File: src/rtl/bmerr_pkg.sv
package bmerr_pkg;
    typedef enum logic [1:0] {
        ST_IDLE   = 2'd0,
        ST_LAUNCH = 2'd1,
        ST_WAIT   = 2'd2,
        ST_REJECT = 2'd3
    } req_state_e;

    localparam int STAT_W    = 6;
    localparam int BIT_MERR  = 0;
    localparam int BIT_TAB   = 1;
    localparam int BIT_MAB   = 2;
    localparam int BIT_PERR  = 3;
    localparam int BIT_IFDIS = 4;
    localparam int BIT_INTF  = 5;

    // bits that software may clear (summary plus protocol class)
    localparam logic [STAT_W-1:0] SW_CLR_MASK = 6'b001111;

    typedef struct packed {
        logic tab;
        logic mab;
        logic perr;
        logic ifdis;
        logic intf;
    } err_evt_t;
endpackage

File: src/rtl/bmerr_req_fsm.sv
module bmerr_req_fsm
    import bmerr_pkg::*;
#(
    parameter int AW = 32
) (
    input  logic          clk,
    input  logic          rst_n,
    input  logic          hard_rst_n,
    input  logic          mst_en,
    input  logic          req_vld,
    input  logic          req_wr,
    input  logic [AW-1:0] req_addr,
    output logic          req_rdy,
    output logic          dma_err_rsp,
    output logic          bus_start,
    output logic          bus_wr,
    output logic [AW-1:0] bus_addr,
    input  logic          bus_done,
    input  logic          bus_tabort,
    input  logic          bus_mabort,
    input  logic          bus_perr,
    input  logic          sync_loss,
    output err_evt_t      evt,
    output logic          evt_wr,
    output logic [AW-1:0] evt_addr
);
    req_state_e    state_q, state_d;
    logic          hold_wr;
    logic [AW-1:0] hold_addr;
    logic          take;

    assign take = (state_q == ST_IDLE) && req_vld;

    // state register
    always_ff @(posedge clk or negedge rst_n) begin
        if (!rst_n) begin
            state_q   <= ST_IDLE;
            hold_wr   <= 1'b0;
            hold_addr <= '0;
        end else if (!hard_rst_n) begin
            state_q   <= ST_IDLE;
            hold_wr   <= 1'b0;
            hold_addr <= '0;
        end else begin
            state_q <= state_d;
            if (take) begin
                hold_wr   <= req_wr;
                hold_addr <= req_addr;
            end
        end
    end

    // next state
    always_comb begin
        state_d = state_q;
        unique case (state_q)
            ST_IDLE: begin
                if (req_vld) state_d = mst_en ? ST_LAUNCH : ST_REJECT;
            end
            ST_LAUNCH: state_d = ST_WAIT;
            ST_WAIT:   if (bus_done) state_d = ST_IDLE;
            ST_REJECT: state_d = ST_IDLE;
            default:   state_d = ST_IDLE;
        endcase
    end

    // outputs
    always_comb begin
        req_rdy     = 1'b0;
        bus_start   = 1'b0;
        dma_err_rsp = 1'b0;
        unique case (state_q)
            ST_IDLE:   req_rdy     = 1'b1;
            ST_LAUNCH: bus_start   = 1'b1;
            ST_WAIT:   ;
            ST_REJECT: dma_err_rsp = 1'b1;
            default:   ;
        endcase
    end

    assign bus_wr   = hold_wr;
    assign bus_addr = hold_addr;

    always_comb begin
        evt.ifdis = take && !mst_en;
        evt.tab   = (state_q == ST_WAIT) && bus_done && bus_tabort;
        evt.mab   = (state_q == ST_WAIT) && bus_done && bus_mabort;
        evt.perr  = (state_q == ST_WAIT) && bus_done && bus_perr;
        evt.intf  = sync_loss;
        evt_wr    = evt.ifdis ? req_wr   : hold_wr;
        evt_addr  = evt.ifdis ? req_addr : hold_addr;
    end

    AST_REJECT_NO_START: assert property (@(posedge clk) disable iff (!rst_n)
        (state_q == ST_IDLE && req_vld && !mst_en && hard_rst_n) |=> (dma_err_rsp && !bus_start));
    AST_START_ONE_CYCLE: assert property (@(posedge clk) disable iff (!rst_n)
        bus_start |=> !bus_start);
endmodule

File: src/rtl/bmerr_flags.sv
module bmerr_flags
    import bmerr_pkg::*;
(
    input  logic              clk,
    input  logic              rst_n,
    input  logic              hard_rst_n,
    input  err_evt_t          evt,
    input  logic              w1c_en,
    input  logic [STAT_W-1:0] w1c_data,
    input  logic              lp_clr_req,
    output logic [STAT_W-1:0] stat,
    output logic              clr_ctl,
    output logic              cap_stb
);
    logic [STAT_W-1:0] stat_q;
    logic [STAT_W-1:0] set_vec;
    logic [STAT_W-1:0] clr_vec;
    logic              any_evt;
    logic              clr_pend;

    assign any_evt = evt.tab | evt.mab | evt.perr | evt.ifdis | evt.intf;

    always_comb begin
        set_vec            = '0;
        set_vec[BIT_MERR]  = any_evt;
        set_vec[BIT_TAB]   = evt.tab;
        set_vec[BIT_MAB]   = evt.mab;
        set_vec[BIT_PERR]  = evt.perr;
        set_vec[BIT_IFDIS] = evt.ifdis;
        set_vec[BIT_INTF]  = evt.intf;
        clr_vec = (({STAT_W{w1c_en}} & w1c_data) | {STAT_W{clr_pend}}) & SW_CLR_MASK;
    end

    always_ff @(posedge clk or negedge rst_n) begin
        if (!rst_n) begin
            stat_q   <= '0;
            clr_pend <= 1'b0;
        end else if (!hard_rst_n) begin
            stat_q   <= '0;
            clr_pend <= 1'b0;
        end else begin
            stat_q   <= set_vec | (stat_q & ~clr_vec);
            clr_pend <= lp_clr_req;
        end
    end

    assign stat    = stat_q;
    assign clr_ctl = clr_pend;
    assign cap_stb = any_evt && !stat_q[BIT_MERR];

    AST_INTF_STICKY: assert property (@(posedge clk) disable iff (!rst_n)
        (stat_q[BIT_INTF] && hard_rst_n) |=> stat_q[BIT_INTF]);
    AST_IFDIS_STICKY: assert property (@(posedge clk) disable iff (!rst_n)
        (stat_q[BIT_IFDIS] && hard_rst_n) |=> stat_q[BIT_IFDIS]);
    AST_SET_BEATS_CLEAR: assert property (@(posedge clk) disable iff (!rst_n)
        (evt.tab && hard_rst_n) |=> (stat_q[BIT_TAB] && stat_q[BIT_MERR]));
endmodule

File: src/rtl/bmerr_capture.sv
module bmerr_capture #(
    parameter int AW = 32
) (
    input  logic          clk,
    input  logic          rst_n,
    input  logic          hard_rst_n,
    input  logic          cap_stb,
    input  logic          cap_wr,
    input  logic [AW-1:0] cap_addr,
    input  logic          merr,
    output logic [AW-1:0] rd_addr,
    output logic [AW-1:0] wr_addr,
    output logic          is_rd
);
    always_ff @(posedge clk or negedge rst_n) begin
        if (!rst_n) begin
            rd_addr <= '0;
            wr_addr <= '0;
            is_rd   <= 1'b0;
        end else if (!hard_rst_n) begin
            rd_addr <= '0;
            wr_addr <= '0;
            is_rd   <= 1'b0;
        end else if (cap_stb) begin
            is_rd <= !cap_wr;
            if (cap_wr) wr_addr <= cap_addr;
            else        rd_addr <= cap_addr;
        end
    end

    AST_CAPTURE_FROZEN: assert property (@(posedge clk) disable iff (!rst_n)
        (merr && hard_rst_n) |=> ($stable(rd_addr) && $stable(wr_addr) && $stable(is_rd)));
endmodule

File: src/rtl/bmerr_unit.sv
module bmerr_unit
    import bmerr_pkg::*;
#(
    parameter int AW = 32
) (
    input  logic              clk,
    input  logic              rst_n,
    input  logic              hard_rst_n,
    input  logic              mst_en,
    input  logic              irq_en,
    input  logic              dma_req_vld,
    input  logic              dma_req_wr,
    input  logic [AW-1:0]     dma_req_addr,
    output logic              dma_req_rdy,
    output logic              dma_err_rsp,
    output logic              bus_start,
    output logic              bus_wr,
    output logic [AW-1:0]     bus_addr,
    input  logic              bus_done,
    input  logic              bus_tabort,
    input  logic              bus_mabort,
    input  logic              bus_perr,
    input  logic              sync_loss,
    input  logic              host_wr_en,
    input  logic [STAT_W-1:0] host_wr_data,
    input  logic              lp_clr_req,
    output logic              err_rst_ctl,
    output logic [STAT_W-1:0] err_stat,
    output logic [1:0]        sys_stat,
    output logic              irq,
    output logic [AW-1:0]     fault_rd_addr,
    output logic [AW-1:0]     fault_wr_addr,
    output logic              fault_is_rd
);
    err_evt_t      evt;
    logic          evt_wr;
    logic [AW-1:0] evt_addr;
    logic          cap_stb;

    bmerr_req_fsm #(.AW(AW)) u_fsm (
        .clk         (clk),
        .rst_n       (rst_n),
        .hard_rst_n  (hard_rst_n),
        .mst_en      (mst_en),
        .req_vld     (dma_req_vld),
        .req_wr      (dma_req_wr),
        .req_addr    (dma_req_addr),
        .req_rdy     (dma_req_rdy),
        .dma_err_rsp (dma_err_rsp),
        .bus_start   (bus_start),
        .bus_wr      (bus_wr),
        .bus_addr    (bus_addr),
        .bus_done    (bus_done),
        .bus_tabort  (bus_tabort),
        .bus_mabort  (bus_mabort),
        .bus_perr    (bus_perr),
        .sync_loss   (sync_loss),
        .evt         (evt),
        .evt_wr      (evt_wr),
        .evt_addr    (evt_addr)
    );

    bmerr_flags u_flags (
        .clk        (clk),
        .rst_n      (rst_n),
        .hard_rst_n (hard_rst_n),
        .evt        (evt),
        .w1c_en     (host_wr_en),
        .w1c_data   (host_wr_data),
        .lp_clr_req (lp_clr_req),
        .stat       (err_stat),
        .clr_ctl    (err_rst_ctl),
        .cap_stb    (cap_stb)
    );

    bmerr_capture #(.AW(AW)) u_cap (
        .clk        (clk),
        .rst_n      (rst_n),
        .hard_rst_n (hard_rst_n),
        .cap_stb    (cap_stb),
        .cap_wr     (evt_wr),
        .cap_addr   (evt_addr),
        .merr       (err_stat[BIT_MERR]),
        .rd_addr    (fault_rd_addr),
        .wr_addr    (fault_wr_addr),
        .is_rd      (fault_is_rd)
    );

    assign sys_stat = {err_stat[BIT_IFDIS], err_stat[BIT_INTF]};
    assign irq      = err_stat[BIT_MERR] & irq_en;

    AST_SYNC_TO_SYS: assert property (@(posedge clk) disable iff (!rst_n)
        (sync_loss && hard_rst_n) |=> (sys_stat[0] && err_stat[BIT_MERR]));
endmodule

File: config.mk
export PLATFORM = sky130hd
export DESIGN_NAME = bmerr_unit
export DESIGN_NICKNAME = d
export VERILOG_FILES = /design/src/rtl/bmerr_pkg.sv /design/src/rtl/bmerr_req_fsm.sv /design/src/rtl/bmerr_flags.sv /design/src/rtl/bmerr_capture.sv /design/src/rtl/bmerr_unit.sv
export SDC_FILE = /design/constraint.sdc
export NUM_CORES = 1
export LEC_CHECK = 0
export BUFFER_PORTS_ARGS = -buffer_cell sky130_fd_sc_hd__buf_2
export CAP_MARGIN = 20
export CELL_PAD_IN_SITES_DETAIL_PLACEMENT = 1
export CELL_PAD_IN_SITES_GLOBAL_PLACEMENT = 1
export CORE_UTILIZATION = 39
export CTS_CLUSTER_DIAMETER = 120
export DETAILED_ROUTE_END_ITERATION = 10
export PLACE_DENSITY = 0.91
export SLEW_MARGIN = 20
export SYNTH_ARGS = -nofsm -noshare
export SYNTH_HDL_FRONTEND = slang
export SYNTH_HIERARCHICAL = 1
export SYNTH_SLANG_ARGS = --single-unit
export TNS_END_PERCENT = 50
File: constraint.sdc
create_clock -name clk -period 2.8 [get_ports clk]
set_input_delay 0.42 -clock clk [delete_from_list [all_inputs] [get_ports clk]]
set_output_delay 0.42 -clock clk [all_outputs]
set_load 0.01 [all_outputs]
==> out/qor.csv <==
stage;metric;value;unit
timing;hold_viol;0;
timing;rsz0062_at_grt;false;
clocking;cts_tree;built;
yosys;yosysWarnings;6;
power_and_ir_drop;p_per_area;567.8;nW/um2
timing;worst_slew_pin_slew;638.5;ps
timing;setup-tns-final;0;ps
floorplanning;die-area;13730;um2
yosys;yosysUniqueCellTypes;29;
yosys;postSynthAreaPerCell;10.82;um2
route;dr.max_layer_used;met4;
clocking;cts.htree.levels;3;
route;drc_errors;0;
yosys;synthesis.nets;530;
floorplanning;ioPinCount;163;
route;wl;14360;um
setup_path;reg2reg_slack;300;ps
grt;overflow;0;
timing;setup_viol;0;
final_layout;multiInputGateArea;2180;um2
final_layout;diodes;0;
clocking;clk_path_buf_depth;2;
setup_path;path_class;reg -> reg;
setup_path;worst_ep_required_time;3060;ps
clocking;numClockSinks;107;
grt;antenna_found_initial;0;
route;routed-wl-met2;7274;um
yosys;netlist_instances;478;
timing;drv_slew;0;
yosys;synth_area;5172;um2
final_layout;fin_nets;681;
clocking;path_clk_slew;70;ps
floorplanning;start_util;0.4049;
setup_path;start_kind;flip-flop;
yosys;async_flop_share;1.000;
yosys;synth_edf_count;0;
clocking;cts_made_buffers;9;
route;vias_per_cell;5.038;
floorplanning;fp.dieW;117.2;um
grt;grt_usage;0.2162;
final_layout;num-fill-cells;1494;
clocking;ctsResizeCount;0;
final_layout;stdcell_count;806;
placement;hpwl;10110;um
setup_path;cp.arrival;2760;ps
setup_path;critPathCaptureType;flip-flop;
timing;layout_min_cycle_time;2495;ps
timing;fmax;400.8;MHz
run_status;status;finished, final reports clean;
yosys;ys_top_cells_by_area;dfrtp_1 52%, mux2i_1 12%, nand2_1 9.4%, mux2_4 8.4%, o21ai_0 3.3%;
placement;portBuffers;160;
clocking;root_buffer;clkbuf_16;
timing;fin_crit_sh;0.8911;
floorplanning;rows;41;
floorplanning;core_area;12770;um2
yosys;yosysTopAreaCell;dfrtp_1;
floorplanning;die_h;117.2;um
final_layout;drive_gt1_frac;0.3707;
route;met1Wirelength;6046;um
grt;grt_pass1_vias;4327;
yosys;yosysSeqAreaShare;0.5177;
setup_path;worstReg2RegEnd;u_cap/wr_addr[5];
timing;slew_headroom;0.5743;
yosys;synthDominantCellAreaShare;0.5177;
placement;gp_congestion;0.7011;
setup_path;r2r-start;u_fsm/state_q[0];
clocking;clkLatencyLatePin;360;ps
route;drt_iter0_drc;190;
yosys;ys_ff_latch;107;
route;dr.pass1.iters;4;
final_layout;final-seq-area;2678;um2
clocking;post_cts.repair.setup_buffers;0;
grt;grt_pass1_wl;22220;um
setup_path;ff2ff_path_depth;9;
power_and_ir_drop;ir_drop;0.0003032;V
route;vias;4061;
grt;grt_max_degree;108;
placement;placed_cells;788;
flow_run;maxCapViolations;0;
route;met3_length;799;um
yosys;yosys_most_used_dff;dfrtp_1;
route;ant_nets;0;
min_path;hold_class;in -> async;
power_and_ir_drop;cellLeakagePower;3.254;nW
clocking;cts-hold-fix-buffers;0;
route;routedWlPerCell;17.81;um
final_layout;layout-area-overhead-vs-synth;23.73;%
setup_path;critPathMaxFanout;17;
timing;skew;9.216;ps
==> state kept, by name, summed over array words and instances (netlist names) <==
| name | flops |
|---|---|
| u_cap/rd_addr | 32 |
| u_cap/wr_addr | 32 |
| u_fsm/bus_addr | 32 |
| u_flags/stat | 6 |
| u_fsm/state_q | 2 |
| u_cap/is_rd | 1 |
| u_flags/clr_ctl | 1 |
| u_fsm/bus_wr | 1 |
==> cell usage after synthesis, types with 3 or more instances <==
library cell	number
buf_6	8
buf_4	10
inv_1	4
nand2_1	130
and3_1	4
o21a_1	6
mux2_2	4
buf_12	3
mux2i_1	64
a211oi_1	3
clkbuf_1	9
dfrtp_1	107
buf_2	10
o21ai_0	34
mux2_4	29
and2_1	4
nand3_1	33
==> placed cells by master (no fill, tap or decap), types with 3 or more instances in the layout <==
cell type / instances
buf_2: 158
nand2_1: 130
dfrtp_1: 107
mux2i_1: 64
o21ai_0: 34
nand3_1: 33
mux2_4: 29
buf_4: 20
clkbuf_16: 9
o21a_1: 6
inv_1: 4
mux2_2: 4
and3_1: 4
and2_1: 3
clkinvlp_4: 3
a211oi_1: 3
==> cell type report <==
type | instances | area share
clock buffers | 11 | 0.03793
repair buffers | 181 | 0.1576
multi-input cells | 326 | 0.3406
well taps | 172 | 0.03363
clock inverters | 5 | 0.009580
inverters | 4 | 0.002346
flip-flops and latches | 107 | 0.4184
==> power by group <==
group	internal [mW]	switching, mW
clock	0.722	0.595
sequential	1.62	0.0586
combinational	0.286	0.350
total	2.63	1.00
==> cell families after synthesis <==
logic type	after synthesis	synth area share
flops	107	0.5177
simple gates	184	0.1536
mux	97	0.2167
buf+inv	45	0.06362
compound gates	45	0.04838
==> worst max-delay path, stage by stage, from the launching register on <==
cell     delay, ps
dfrtp_1        450
and2b_1        240
and3_1         200
or4_1          530
nor2_2         120
nor2_1          70
buf_4          140
and2_2         170
buf_4          240
mux2i_1        240
==> worst max-delay path by stage <==
stage                                   to  cells past startpoint        startpoint
after floorplan                u_cap/is_rd                     11  u_fsm/state_q[0]
after global placement    u_cap/rd_addr[3]                      8  u_fsm/state_q[0]
after detailed placement  u_cap/rd_addr[7]                      9  u_fsm/state_q[0]
after CTS                 u_cap/rd_addr[7]                      9  u_fsm/state_q[0]
after global routing      u_cap/wr_addr[5]                      9  u_fsm/state_q[0]
final                     u_cap/wr_addr[5]                      9  u_fsm/state_q[0]
==> through the flow <==
stage                     setup slack [ps]  total power, mW  cell area [um2]  hold slack (ps)    util
final                                304.8            3.634             6400            87.87  0.5010
after global routing                 197.8            3.800             6400            152.2  0.5010
after CTS                            192.7            3.684             6385            157.7  0.4999
after detailed placement             227.2            2.350             6081            514.7  0.4761
after global placement               109.3            2.305             6053            479.1  0.4739
after floorplan                      537.5            2.103             5172            124.4       -
==> layer usage <==
layer / up-vias / global-route usage
met4: 0 / 0.08354
met3: 16 / 0.04480
met5: - / 0
li1: 1896 / -
met1: 2021 / 0.2588
met2: 128 / 0.3808
Power figures use the tool's default switching activity.
